File: config.mk
export PLATFORM = sky130hd
export DESIGN_NAME = instr_sequencer
export DESIGN_NICKNAME = d
export VERILOG_FILES = /design/src/rtl/seq_pkg.sv /design/src/rtl/seq_reset_sync.sv /design/src/rtl/seq_phase_ring.sv /design/src/rtl/seq_cycle_ctr.sv /design/src/rtl/seq_mode_hold.sv /design/src/rtl/instr_sequencer.sv
export SDC_FILE = /design/constraint.sdc
export NUM_CORES = 1
export LEC_CHECK = 0
export ABC_AREA = 1
export ABC_CLOCK_PERIOD_IN_PS = 1500
export BUFFER_PORTS_ARGS = -buffer_cell sky130_fd_sc_hd__buf_2
export CAP_MARGIN = 20
export CORE_MARGIN = 2
export CORE_UTILIZATION = 32
export CTS_CLUSTER_DIAMETER = 200
export DETAILED_ROUTE_END_ITERATION = 8
export SYNTH_ARGS = -nofsm -noshare
export SYNTH_HDL_FRONTEND = slang
export SYNTH_SLANG_ARGS = --single-unit
File: constraint.sdc
create_clock -name clk -period 1.5 [get_ports clk]
set_input_delay 0.075 -clock clk [delete_from_list [all_inputs] [get_ports clk]]
set_output_delay 0.075 -clock clk [all_outputs]
set_load 0.005 [all_outputs]
File: src/rtl/seq_pkg.sv
package seq_pkg;

  localparam int SEQ_NPHASE = 4;
  localparam int SEQ_CYC_W  = 2;
  localparam int SEQ_MODE_W = 2;

  typedef enum logic [SEQ_MODE_W-1:0] {
    MODE_INH = 2'b00,
    MODE_IMM = 2'b01,
    MODE_DIR = 2'b10,
    MODE_REL = 2'b11
  } seq_mode_e;

  // index of the final machine cycle for a given addressing mode
  function automatic logic [SEQ_CYC_W-1:0] last_cycle(seq_mode_e m);
    logic [SEQ_CYC_W-1:0] r;
    unique case (m)
      MODE_INH: r = SEQ_CYC_W'(0);
      MODE_IMM: r = SEQ_CYC_W'(1);
      MODE_DIR: r = SEQ_CYC_W'(2);
      default:  r = SEQ_CYC_W'(1);
    endcase
    return r;
  endfunction

endpackage

File: src/rtl/seq_reset_sync.sv
module seq_reset_sync #(
  parameter int STAGES = 2
) (
  input  logic clk,
  input  logic rst_n,
  output logic rst_q_n
);

  logic [STAGES-1:0] sync_q;
  logic [STAGES-1:0] sync_d;

  always_comb begin
    sync_d = {sync_q[STAGES-2:0], 1'b1};
  end

  always_ff @(posedge clk or negedge rst_n) begin
    if (!rst_n) sync_q <= '0;
    else        sync_q <= sync_d;
  end

  assign rst_q_n = sync_q[STAGES-1];

endmodule

File: src/rtl/seq_phase_ring.sv
module seq_phase_ring #(
  parameter int NPHASE = 4
) (
  input  logic              clk,
  input  logic              rst_q_n,
  output logic [NPHASE-1:0] phase_o,
  output logic              wrap_o
);

  logic [NPHASE-1:0] ph_q;
  logic [NPHASE-1:0] ph_d;

  always_comb begin
    ph_d = {ph_q[NPHASE-2:0], ph_q[NPHASE-1]};
  end

  always_ff @(posedge clk or negedge rst_q_n) begin
    if (!rst_q_n) ph_q <= NPHASE'(1);
    else          ph_q <= ph_d;
  end

  assign phase_o = ph_q;
  assign wrap_o  = ph_q[NPHASE-1];

endmodule

File: src/rtl/seq_cycle_ctr.sv
module seq_cycle_ctr #(
  parameter int CYC_W = 2
) (
  input  logic             clk,
  input  logic             rst_q_n,
  input  logic             step_i,
  input  logic             clear_i,
  output logic [CYC_W-1:0] cycle_o
);

  logic [CYC_W-1:0] cyc_q;
  logic [CYC_W-1:0] cyc_d;
  logic             cyc_en;

  always_comb begin
    cyc_en = step_i;
    cyc_d  = clear_i ? '0 : cyc_q + CYC_W'(1);
  end

  always_ff @(posedge clk or negedge rst_q_n) begin
    if (!rst_q_n)    cyc_q <= '0;
    else if (cyc_en) cyc_q <= cyc_d;
  end

  assign cycle_o = cyc_q;

endmodule

File: src/rtl/seq_mode_hold.sv
module seq_mode_hold #(
  parameter int CYC_W = 2
) (
  input  logic             clk,
  input  logic             rst_q_n,
  input  logic             capture_i,
  input  logic [CYC_W-1:0] last_i,
  output logic [CYC_W-1:0] last_o
);

  logic [CYC_W-1:0] last_q;
  logic [CYC_W-1:0] last_d;

  always_comb begin
    last_d = last_i;
  end

  always_ff @(posedge clk or negedge rst_q_n) begin
    if (!rst_q_n)       last_q <= '0;
    else if (capture_i) last_q <= last_d;
  end

  assign last_o = last_q;

endmodule

File: src/rtl/instr_sequencer.sv
module instr_sequencer
  import seq_pkg::*;
#(
  parameter int NPHASE    = SEQ_NPHASE,
  parameter int CYC_W     = SEQ_CYC_W,
  parameter int MODE_W    = SEQ_MODE_W,
  parameter int RST_STAGE = 2
) (
  input  logic              clk,
  input  logic              rst_n,
  input  logic [MODE_W-1:0] mode_i,
  output logic [NPHASE-1:0] phase_o,
  output logic [CYC_W-1:0]  cycle_o,
  output logic              fetch_o,
  output logic              opfetch_o,
  output logic              exec_o,
  output logic              done_o
);

  localparam int EXEC_PH = NPHASE - 2;
  localparam int LAST_PH = NPHASE - 1;

  logic             rst_q_n;
  logic             wrap;
  logic [CYC_W-1:0] last_live;
  logic [CYC_W-1:0] last_held;
  logic [CYC_W-1:0] last_eff;
  logic             first_cyc;
  logic             final_cyc;
  logic             capture;
  logic             done_int;

  seq_reset_sync #(.STAGES(RST_STAGE)) u_rst (
    .clk     (clk),
    .rst_n   (rst_n),
    .rst_q_n (rst_q_n)
  );

  seq_phase_ring #(.NPHASE(NPHASE)) u_ring (
    .clk     (clk),
    .rst_q_n (rst_q_n),
    .phase_o (phase_o),
    .wrap_o  (wrap)
  );

  seq_mode_hold #(.CYC_W(CYC_W)) u_hold (
    .clk       (clk),
    .rst_q_n   (rst_q_n),
    .capture_i (capture),
    .last_i    (last_live),
    .last_o    (last_held)
  );

  seq_cycle_ctr #(.CYC_W(CYC_W)) u_ctr (
    .clk     (clk),
    .rst_q_n (rst_q_n),
    .step_i  (wrap),
    .clear_i (done_int),
    .cycle_o (cycle_o)
  );

  always_comb begin
    last_live = CYC_W'(last_cycle(seq_mode_e'(mode_i[SEQ_MODE_W-1:0])));
    first_cyc = (cycle_o == '0);
    last_eff  = first_cyc ? last_live : last_held;
    final_cyc = (cycle_o == last_eff);
    capture   = wrap & first_cyc;
    done_int  = wrap & final_cyc;
  end

  // strobes are held low while the synchronised reset is active
  always_comb begin
    fetch_o   = rst_q_n & first_cyc  & phase_o[0];
    opfetch_o = rst_q_n & ~first_cyc & phase_o[0];
    exec_o    = rst_q_n & final_cyc  & phase_o[EXEC_PH];
    done_o    = rst_q_n & final_cyc  & phase_o[LAST_PH];
  end

endmodule

==> results.toml, run 1 <==
[pwr]
total_power_uw = 530
p_leak_uw = 0.000351
p_sw_frac = 0.190
comb_power_share = 0.049
peakVddDrop_mv = 0.507
pwr-share-seq = 0.516
p_clk_frac = 0.435
cellPowerDensity_nw_per_um2 = 839
switchingPower_uw = 100
p_int_uw = 430

[place]
place_congestion = 0.715
io_buffers = 13
dp.cells = 82
post-dp-hpwl_um = 664
place_area_um2 = 548

[cts]
cts_tree = "done"
clock-sinks = 10
h-tree-depth = 1
path_clk_slew_ns = 0.06
clockBufferDepth = 2
cts_made_buffers = 3
cts-root-buf = "clkbuf_4"
clock_latency_ns = 0.26

[grt]
grt_pass1_wl_um = 1430
grt_max_degree = 9
grt_antenna_before_repair = 0
overflow = 0
first_global_vias = 359
grtUsageTotal = 0.136

[timing]
fin_crit_sh = 1.07
fmax_mhz = 626
setup-tns-final_ns = -0.166
hold_violations = 0
fin_crit_ns = 1.60
rsz0062_at_grt = "yes"
setup_ws_ns = -0.0982
fin_skew_ns = 0.000394
slew_viol_final = 0
setup_viol = 2
holdWs_ns = 0.0906

[yosys]
synth_edf_count = 0
synth_compound_area_frac = 0.0227
synthArstFlopShare = 1.00
synth_simple_gate_area_frac = 0.278
synth_top_family_by_area = "simple AND/OR/NAND/NOR gates"
synth_mux_area_frac = 0
synthCells = 51
netlist_area_um2 = 442
synth_nets = 56
synth_ff_type = "dfrtp_1"
ys_types = 13
synth.top_cell.area_share = 0.510
synthAdderAreaFrac = 0.0283
synthTopCellsByArea = "dfrtp_1 (51%), nand2_1 (13%), nand3_1 (6.8%), inv_1 (6.8%), dfstp_2 (5.9%)"
synth-xor-area-share = 0
postSynthAreaPerCell_um2 = 8.66
ys_ff_latch = 10
synth_common_cells = "nand2_1 (15), dfrtp_1 (9), inv_1 (8), nand3_1 (6), nor3_1 (4)"
synth_top_area_cell = "dfrtp_1"
yosysMostFrequentCell = "nand2_1"
yosysSeqAreaShare = 0.569
ys.warnings.count = 0

[worst_setup_path]
required_ns = 1.42
worstPathArrival_ns = 1.52
critical_path_class = "flip-flop to output port"
cp-start-kind = "flip-flop"
worstSetupEndpointType = "output port"
critPathMaxFanout = 5

[floorplan]
num_rows = 13
ioPinCount = 14
initial_utilization = 0.339
die_w_um = 41.2
fp.dieH_um = 41.2
core_um2 = 1300
die_area_um2 = 1690

[routing]
drt_iter0_markers = 7
wl_per_cell_um = 10.0
top_layer = "met4"
antenna_left = 0
wl_um = 884
via_count = 396
wl_met3_um = 69
drc = 0
wl_met1_um = 409
routed_via_density = 4.50
met2_wirelength_um = 399
firstDrtPassIters = 4

[job]
max_cap_violations = 0

[layout]
multi_input_area_um2 = 176
finalNetCount = 79
fin_cells = 88
final-seq-area_um2 = 251
layout-drive-gt1-share = 0.438
syn_to_final_growth_pct = 43.1
diodes = 0
design_area_um2 = 632
nFillCells = 135

[status]
outcome = "finished with violations"
violations = "negative setup slack"

[worst_hold_path]
hp-class = "primary input to flip-flop"
==> power by group through the flow <==
stage          Combinational (uW)  Sequential, uW  Clock, uW
2_1_floorplan                10.2             281          0
3_3_place_gp                 23.1             278          0
3_5_place_dp                 23.2             278          0
4_1_cts                      26.1             273        246
5_1_grt                      30.0             273        256
6_report                     25.9             273        231
==> worst max-delay path, cell delays in order, from the launching register on <==
cell	delay [ns]
dfrtp_1	0.38
inv_2	0.08
ha_4	0.17
inv_4	0.05
nand2_1	0.05
nand3_1	0.06
nand2_1	0.07
nand3_2	0.11
nor3_2	0.14
buf_2	0.14
==> final cells by class <==
cell class / count / area share
Sequential cell: 10 / 0.398
Tap cell: 15 / 0.0297
Multi-Input combinational cell: 31 / 0.279
Clock buffer: 4 / 0.0574
Timing Repair Buffer: 19 / 0.178
Inverter: 9 / 0.0574
==> logic make-up after synthesis <==
kind of cell / Yosys count
simple gates: 27
flops: 10
fa+ha+maj: 1
compound gates: 2
other cells: 1
buf+inv: 10
==> per-layer routing <==
layer	global-route usage	up-vias
li1	-	201
met1	0.163	178
met2	0.219	15
met3	0.0217	2
met4	0.0968	0
met5	0	-
==> cell usage in the layout (no fill, tap or decap), drive strengths merged <==
cell type and instances:
buf 18, clkbuf 4, conb 1, dfrtp 9, dfstp 1, dlygate4sd3 1
ha 1, inv 9, nand2 16, nand3 7, nor3 4, o21ai 2
==> final timing paths <==
check	start	end	slack, ns	cells after the start
max in group asynchronous	u_rst.sync_q[1]	u_ring.phase_o[0]	1.13	1
hold / removal	mode_i[1]	u_hold.last_o[1]	0.09	3
min in group asynchronous	rst_n	u_rst.sync_q[0]	0.12	2
setup / recovery	u_ctr.cycle_o[0]	exec_o	-0.1	9
setup reg to reg	u_ctr.cycle_o[0]	u_ctr.cycle_o[1]	0.26	9
hold reg to reg	u_rst.sync_q[1]	u_hold.last_o[1]	0.16	1
==> per-stage QoR <==
stage / utilization / worst slack, ns
floorplan: - / 0.197
global placement: 0.421 / 0.0702
detailed placement: 0.421 / 0.0609
CTS: 0.482 / -0.0792
global route: 0.486 / -0.225
finish: 0.486 / -0.0982
==> state kept, by name (all words and copies together), names as in the netlist <==
name / cells
u_ctr.cycle_o: 2
u_rst.sync_q: 2
u_ring.phase_o: 4
u_hold.last_o: 2
==> repair_timing <==
item                                    in CTS  in global routing
endpoints found under the setup margin       2                  3
hold buffers                                 1                  0
gates resized for setup                      7                  1
pin swaps                                    0                  0
cloned                                       0                  0
buffers inserted                             1                  0
endpoints found under the hold margin        2                  0
(Power assumes the default switching activity.)
==> inputs of run 2 (changes only) <==
--- a/config.mk
+++ b/config.mk
@@ -12,6 +12,8 @@
 export CORE_MARGIN = 2
 export CORE_UTILIZATION = 32
+export CTS_BUF_LIST = sky130_fd_sc_hd__clkbuf_8
 export CTS_CLUSTER_DIAMETER = 200
 export DETAILED_ROUTE_END_ITERATION = 8
+export PLACE_DENSITY = 0.52
 export SYNTH_ARGS = -nofsm -noshare
 export SYNTH_HDL_FRONTEND = slang
==> constraint.sdc (replaced) <==
create_clock -name clk -period 1.5 [get_ports clk]
set_input_delay 0.3 -clock clk [delete_from_list [all_inputs] [get_ports clk]]
set_output_delay 0.3 -clock clk [all_outputs]
set_load 0.005 [all_outputs]
==> run 2 against run 1 <==
Net effect:
- the flow still finishes with violations (negative setup slack)
- critical endpoint unchanged
- clock power grew 42%
- cell area grew 10%
- final cell count grew 4.5%
- critical path type unchanged
- worst setup slack lost 0.17 ns
==> results.toml, run 2 (synthesis gave the netlist of run 1 again) <==
[status]
outcome = "finished with violations"
violations = "negative setup slack"

[floorplan]
die_area_um2 = 1690
num_rows = 13
core_um2 = 1300
die_w_um = 41.2
initial_utilization = 0.339
fp.dieH_um = 41.2
ioPinCount = 14

[timing]
setup_ws_ns = -0.268
hold_violations = 0
fin_crit_sh = 1.18
rsz0062_at_grt = "yes"
setup_viol = 4
fin_skew_ns = 0.00130
fmax_mhz = 565
slew_viol_final = 0
fin_crit_ns = 1.77

[cts]
cts_made_buffers = 3
path_clk_slew_ns = 0.05
clockBufferDepth = 2
cts_tree = "done"
clock-sinks = 10
cts-root-buf = "clkbuf_8"
clock_latency_ns = 0.23
h-tree-depth = 1

[worst_setup_path]
critical_path_class = "flip-flop to output port"
crit_chain = "inv_2, ha_4, inv_4, nand2_1, nand3_1, nand2_1, nand3_2, nor3_2, buf_2"
worstPathArrival_ns = 1.47
r2r_start = "u_ctr.cycle_o[0]"
crit_end = "exec_o"
cp-start-kind = "flip-flop"
startpoint = "u_ctr.cycle_o[0]"
rrSetupSlack_ns = 0.26
reg2regPathDepth = 9
worstSetupEndpointType = "output port"
required_ns = 1.20
critPathMaxFanout = 5
crit_path_max_incr_delay_ns = 0.38
worstReg2RegEnd = "u_ctr.cycle_o[0]"
slowest_stage = "dfrtp_1"
crit_top_cell = "nand2_1"

[place]
post-dp-hpwl_um = 678
dp_slack_ns = -0.120
io_buffers = 13
place_congestion = 0.648
place_area_um2 = 573

[worst_hold_path]
hp-class = "flip-flop to asynchronous set/reset pin"

[grt]
grtUsageTotal = 0.136
grt_max_degree = 9
overflow = 0
grt_antenna_before_repair = 0
first_global_vias = 371
grt_pass1_wl_um = 1430

[job]
max_cap_violations = 0

[layout]
diodes = 0
post-route-util = 0.535
layout.cells.most_common_list = "nand2_1 (15), buf_2 (13), dfrtp_1 (9), buf_4 (8)"
syn_to_final_growth_pct = 57.5
final_common_cell = "nand2_1"
design_area_um2 = 696
nFillCells = 135
largest_reg_flops = 4
layout-drive-gt1-share = 0.481
finalNetCount = 83

[pwr]
p_leak_uw = 0.000387
cellPowerDensity_nw_per_um2 = 906
peakVddDrop_mv = 0.470

[routing]
firstDrtPassIters = 3
drc = 0
routed_via_density = 4.42
wl_per_cell_um = 10.0
via_count = 407
drt_iter0_markers = 6
antenna_left = 0
wl_um = 923
## run 2: area by class of cell
type                    instances  area (um^2)  area share
well taps                      15         18.8      0.0270
clock buffers                   4         55.1      0.0791
flip-flops and latches         10          251       0.362
multi-input cells              31          188       0.270
inverters                       9         36.3      0.0522
repair buffers                 23          146       0.210
## run 2: where the power goes
| part | internal, uW | switching (uW) |
|---|---|---|
| Combinational | 10.1 | 17.0 |
| Clock | 230 | 98.5 |
| Sequential | 273 | 1.05 |
| Total | 514 | 117 |
## run 2: metal layers
layer	track usage	up-vias	part of all wire
met5	0	-	0
met4	0.0968	0	0.0065
met3	0.0326	2	0.064
met2	0.191	11	0.45
met1	0.180	187	0.48
li1	-	207	-
## run 2: through the flow
step	power [uW]	instances	TNS (ns)	hold WS (ns)
after floorplan	291	51	0	0.00441
after detailed placement	302	85	-0.233	0.0888
after CTS	640	91	-0.718	0.176
after global placement	302	85	-0.212	0.0854
after global routing	655	92	-1.04	0.212
final	630	92	-0.694	0.176
## run 2: worst min path at each step
stage / endpoint / depth (start not counted) / start
2_1_floorplan: u_rst.sync_q[0] / 0 / rst_n
4_1_cts: u_ring.phase_o[2] / 1 / u_rst.sync_q[1]
3_5_place_dp: u_rst.sync_q[0] / 1 / rst_n
5_1_grt: u_hold.last_o[0] / 1 / u_rst.sync_q[1]
6_report: u_ring.phase_o[3] / 1 / u_rst.sync_q[1]
3_3_place_gp: u_rst.sync_q[0] / 1 / rst_n
## run 2: what timing repair did
action                     CTS  global route
hold buffers                 1             0
resized for setup            7             3
pin swaps                    1             1
setup buffers                2             1
setup endpoints to repair    4             4
hold endpoints to repair     2             0
cloned                       0             0
## run 2: critical path: cells and delay by family, from the launching register on
kind | cells | cell delay (ns)
fa+ha+maj | 1 | 0.17
buf+inv | 3 | 0.26
flops | 1 | 0.38
simple gates | 5 | 0.42
==> inputs of run 3 (changes only) <==
Settings changed: ABC_CLOCK_PERIOD_IN_PS 1500 to 1950.
Clock period 1.5 ns to 1.95 ns, I/O delays scaled along.
==> run 3 against run 2 <==
Net effect:
- the run now ends clean
- wire length grew 7.2%
- register-to-register slack improved by 0.42 ns
- non-clock buffer count is 2 lower
- largest power group unchanged
==> results.toml, run 3 (synthesis gave the netlist of run 1 again) <==
[timing]
slew_viol_final = 0
setup_viol = 0
rsz0062_at_grt = "yes"
fin_skew_ns = 0.00490
hold_violations = 0
fin_crit_sh = 0.986
fin_crit_ns = 1.92
setup_ws_ns = 0.0268
fmax_mhz = 520

[pwr]
p_leak_uw = 0.000376
total_power_uw = 489
peakVddDrop_mv = 0.415
cellPowerDensity_nw_per_um2 = 711

[worst_setup_path]
crit_top_cell = "nand2_2"
critical_path_class = "flip-flop to output port"
cp-start-kind = "flip-flop"
worstSetupEndpointType = "output port"
required_ns = 1.56
crit_path_max_incr_delay_ns = 0.40
critPathMaxFanout = 5
reg2regPathDepth = 9
slowest_stage = "dfrtp_1"
worstPathArrival_ns = 1.53
crit_chain = "inv_2, ha_4, inv_4, nand2_2, nand2_1, nand2_2, nand3_4, nor3_2, buf_2"

[cts]
clockBufferDepth = 2
clock-sinks = 10
cts-root-buf = "clkbuf_8"
h-tree-depth = 1
cts_made_buffers = 3
clock_latency_ns = 0.24
path_clk_slew_ns = 0.05
cts_tree = "done"

[job]
max_cap_violations = 0

[routing]
via_count = 400
wl_per_cell_um = 11.0
routed_via_density = 4.44
firstDrtPassIters = 4
drt_iter0_markers = 2
antenna_left = 0
wl_um = 989
drc = 0

[grt]
first_global_vias = 345
grt_pass1_wl_um = 1480
grtUsageTotal = 0.144
grt_antenna_before_repair = 0
overflow = 0
grt_max_degree = 9

[layout]
layout.cells.most_common_list = "buf_2 (13), nand2_1 (11), dfrtp_1 (9), buf_4 (7), inv_1 (6)"
layout-drive-gt1-share = 0.520
diodes = 0
largest_reg_flops = 4
final_common_cell = "buf_2"
syn_to_final_growth_pct = 55.8
finalNetCount = 81

[floorplan]
die_w_um = 41.2
num_rows = 13
core_um2 = 1300
initial_utilization = 0.339
fp.dieH_um = 41.2
die_area_um2 = 1690
ioPinCount = 14

[place]
io_buffers = 13
dp_slack_ns = 0.155
post-dp-hpwl_um = 632
place_congestion = 0.644

[worst_hold_path]
hp-class = "flip-flop to asynchronous set/reset pin"

[status]
outcome = "completed"
[run 3: cell type report]
type | count | area [um^2]
well taps | 15 | 18.8
multi-input cells | 31 | 199
repair buffers | 21 | 128
clock buffers | 4 | 55.1
flip-flops and latches | 10 | 251
fillers | 134 | 613
inverters | 9 | 36.3
[run 3: path summary, 6_finish.rpt]
check	start	slack [ns]	to
max in group asynchronous	rst_n	1.38	u_rst.sync_q[1]
setup / recovery	u_ctr.cycle_o[0]	0.03	exec_o
hold reg to reg	u_rst.sync_q[1]	0.16	u_hold.last_o[0]
setup reg to reg	u_ctr.cycle_o[0]	0.68	u_ctr.cycle_o[1]
hold / removal	u_rst.sync_q[1]	0.16	u_hold.last_o[0]
min in group clk	u_rst.sync_q[0]	0.35	u_rst.sync_q[1]
[run 3: through the flow]
stage / hold WS (ns) / cells / utilization / TNS, ns / instance area [um^2]
after floorplan: 0.0944 / 51 / - / 0 / 442
after detailed placement: 0.168 / 80 / 0.410 / 0 / 533
after CTS: 0.173 / 85 / 0.469 / 0 / 611
final: 0.163 / 90 / 0.529 / 0 / 688
after global placement: 0.167 / 80 / 0.410 / 0 / 533
after global routing: 0.219 / 90 / 0.529 / -0.113 / 688
[run 3: power by group]
group / total (uW) / internal, uW / switching, uW
Clock: 255 / 177 / 77.8
Combinational: 23.0 / 8.96 / 14.1
Sequential: 211 / 210 / 0.713
[run 3: layer usage]
metal | up-vias | global-route usage | share of wire
li1 | 204 | - | -
met1 | 177 | 0.188 | 0.43
met2 | 14 | 0.195 | 0.47
met3 | 5 | 0.0380 | 0.070
met4 | 0 | 0.121 | 0.035
met5 | - | 0 | 0
[run 3: critical path, delay by kind of cell, from the launching register on]
kind,cells,cell delay (ns)
fa+ha+maj,1,0.17
buf+inv,3,0.28
flops,1,0.40
simple gates,5,0.43
[run 3: timing repair]
| item | in CTS | in global routing |
|---|---|---|
| buffers inserted | 0 | 5 |
| hold endpoints to repair | 2 | 0 |
| gates cloned | 0 | 0 |
| gates resized for setup | 3 | 11 |
| hold buffers | 1 | 0 |
| setup endpoints to repair | 2 | 2 |
| pin swaps | 0 | 4 |
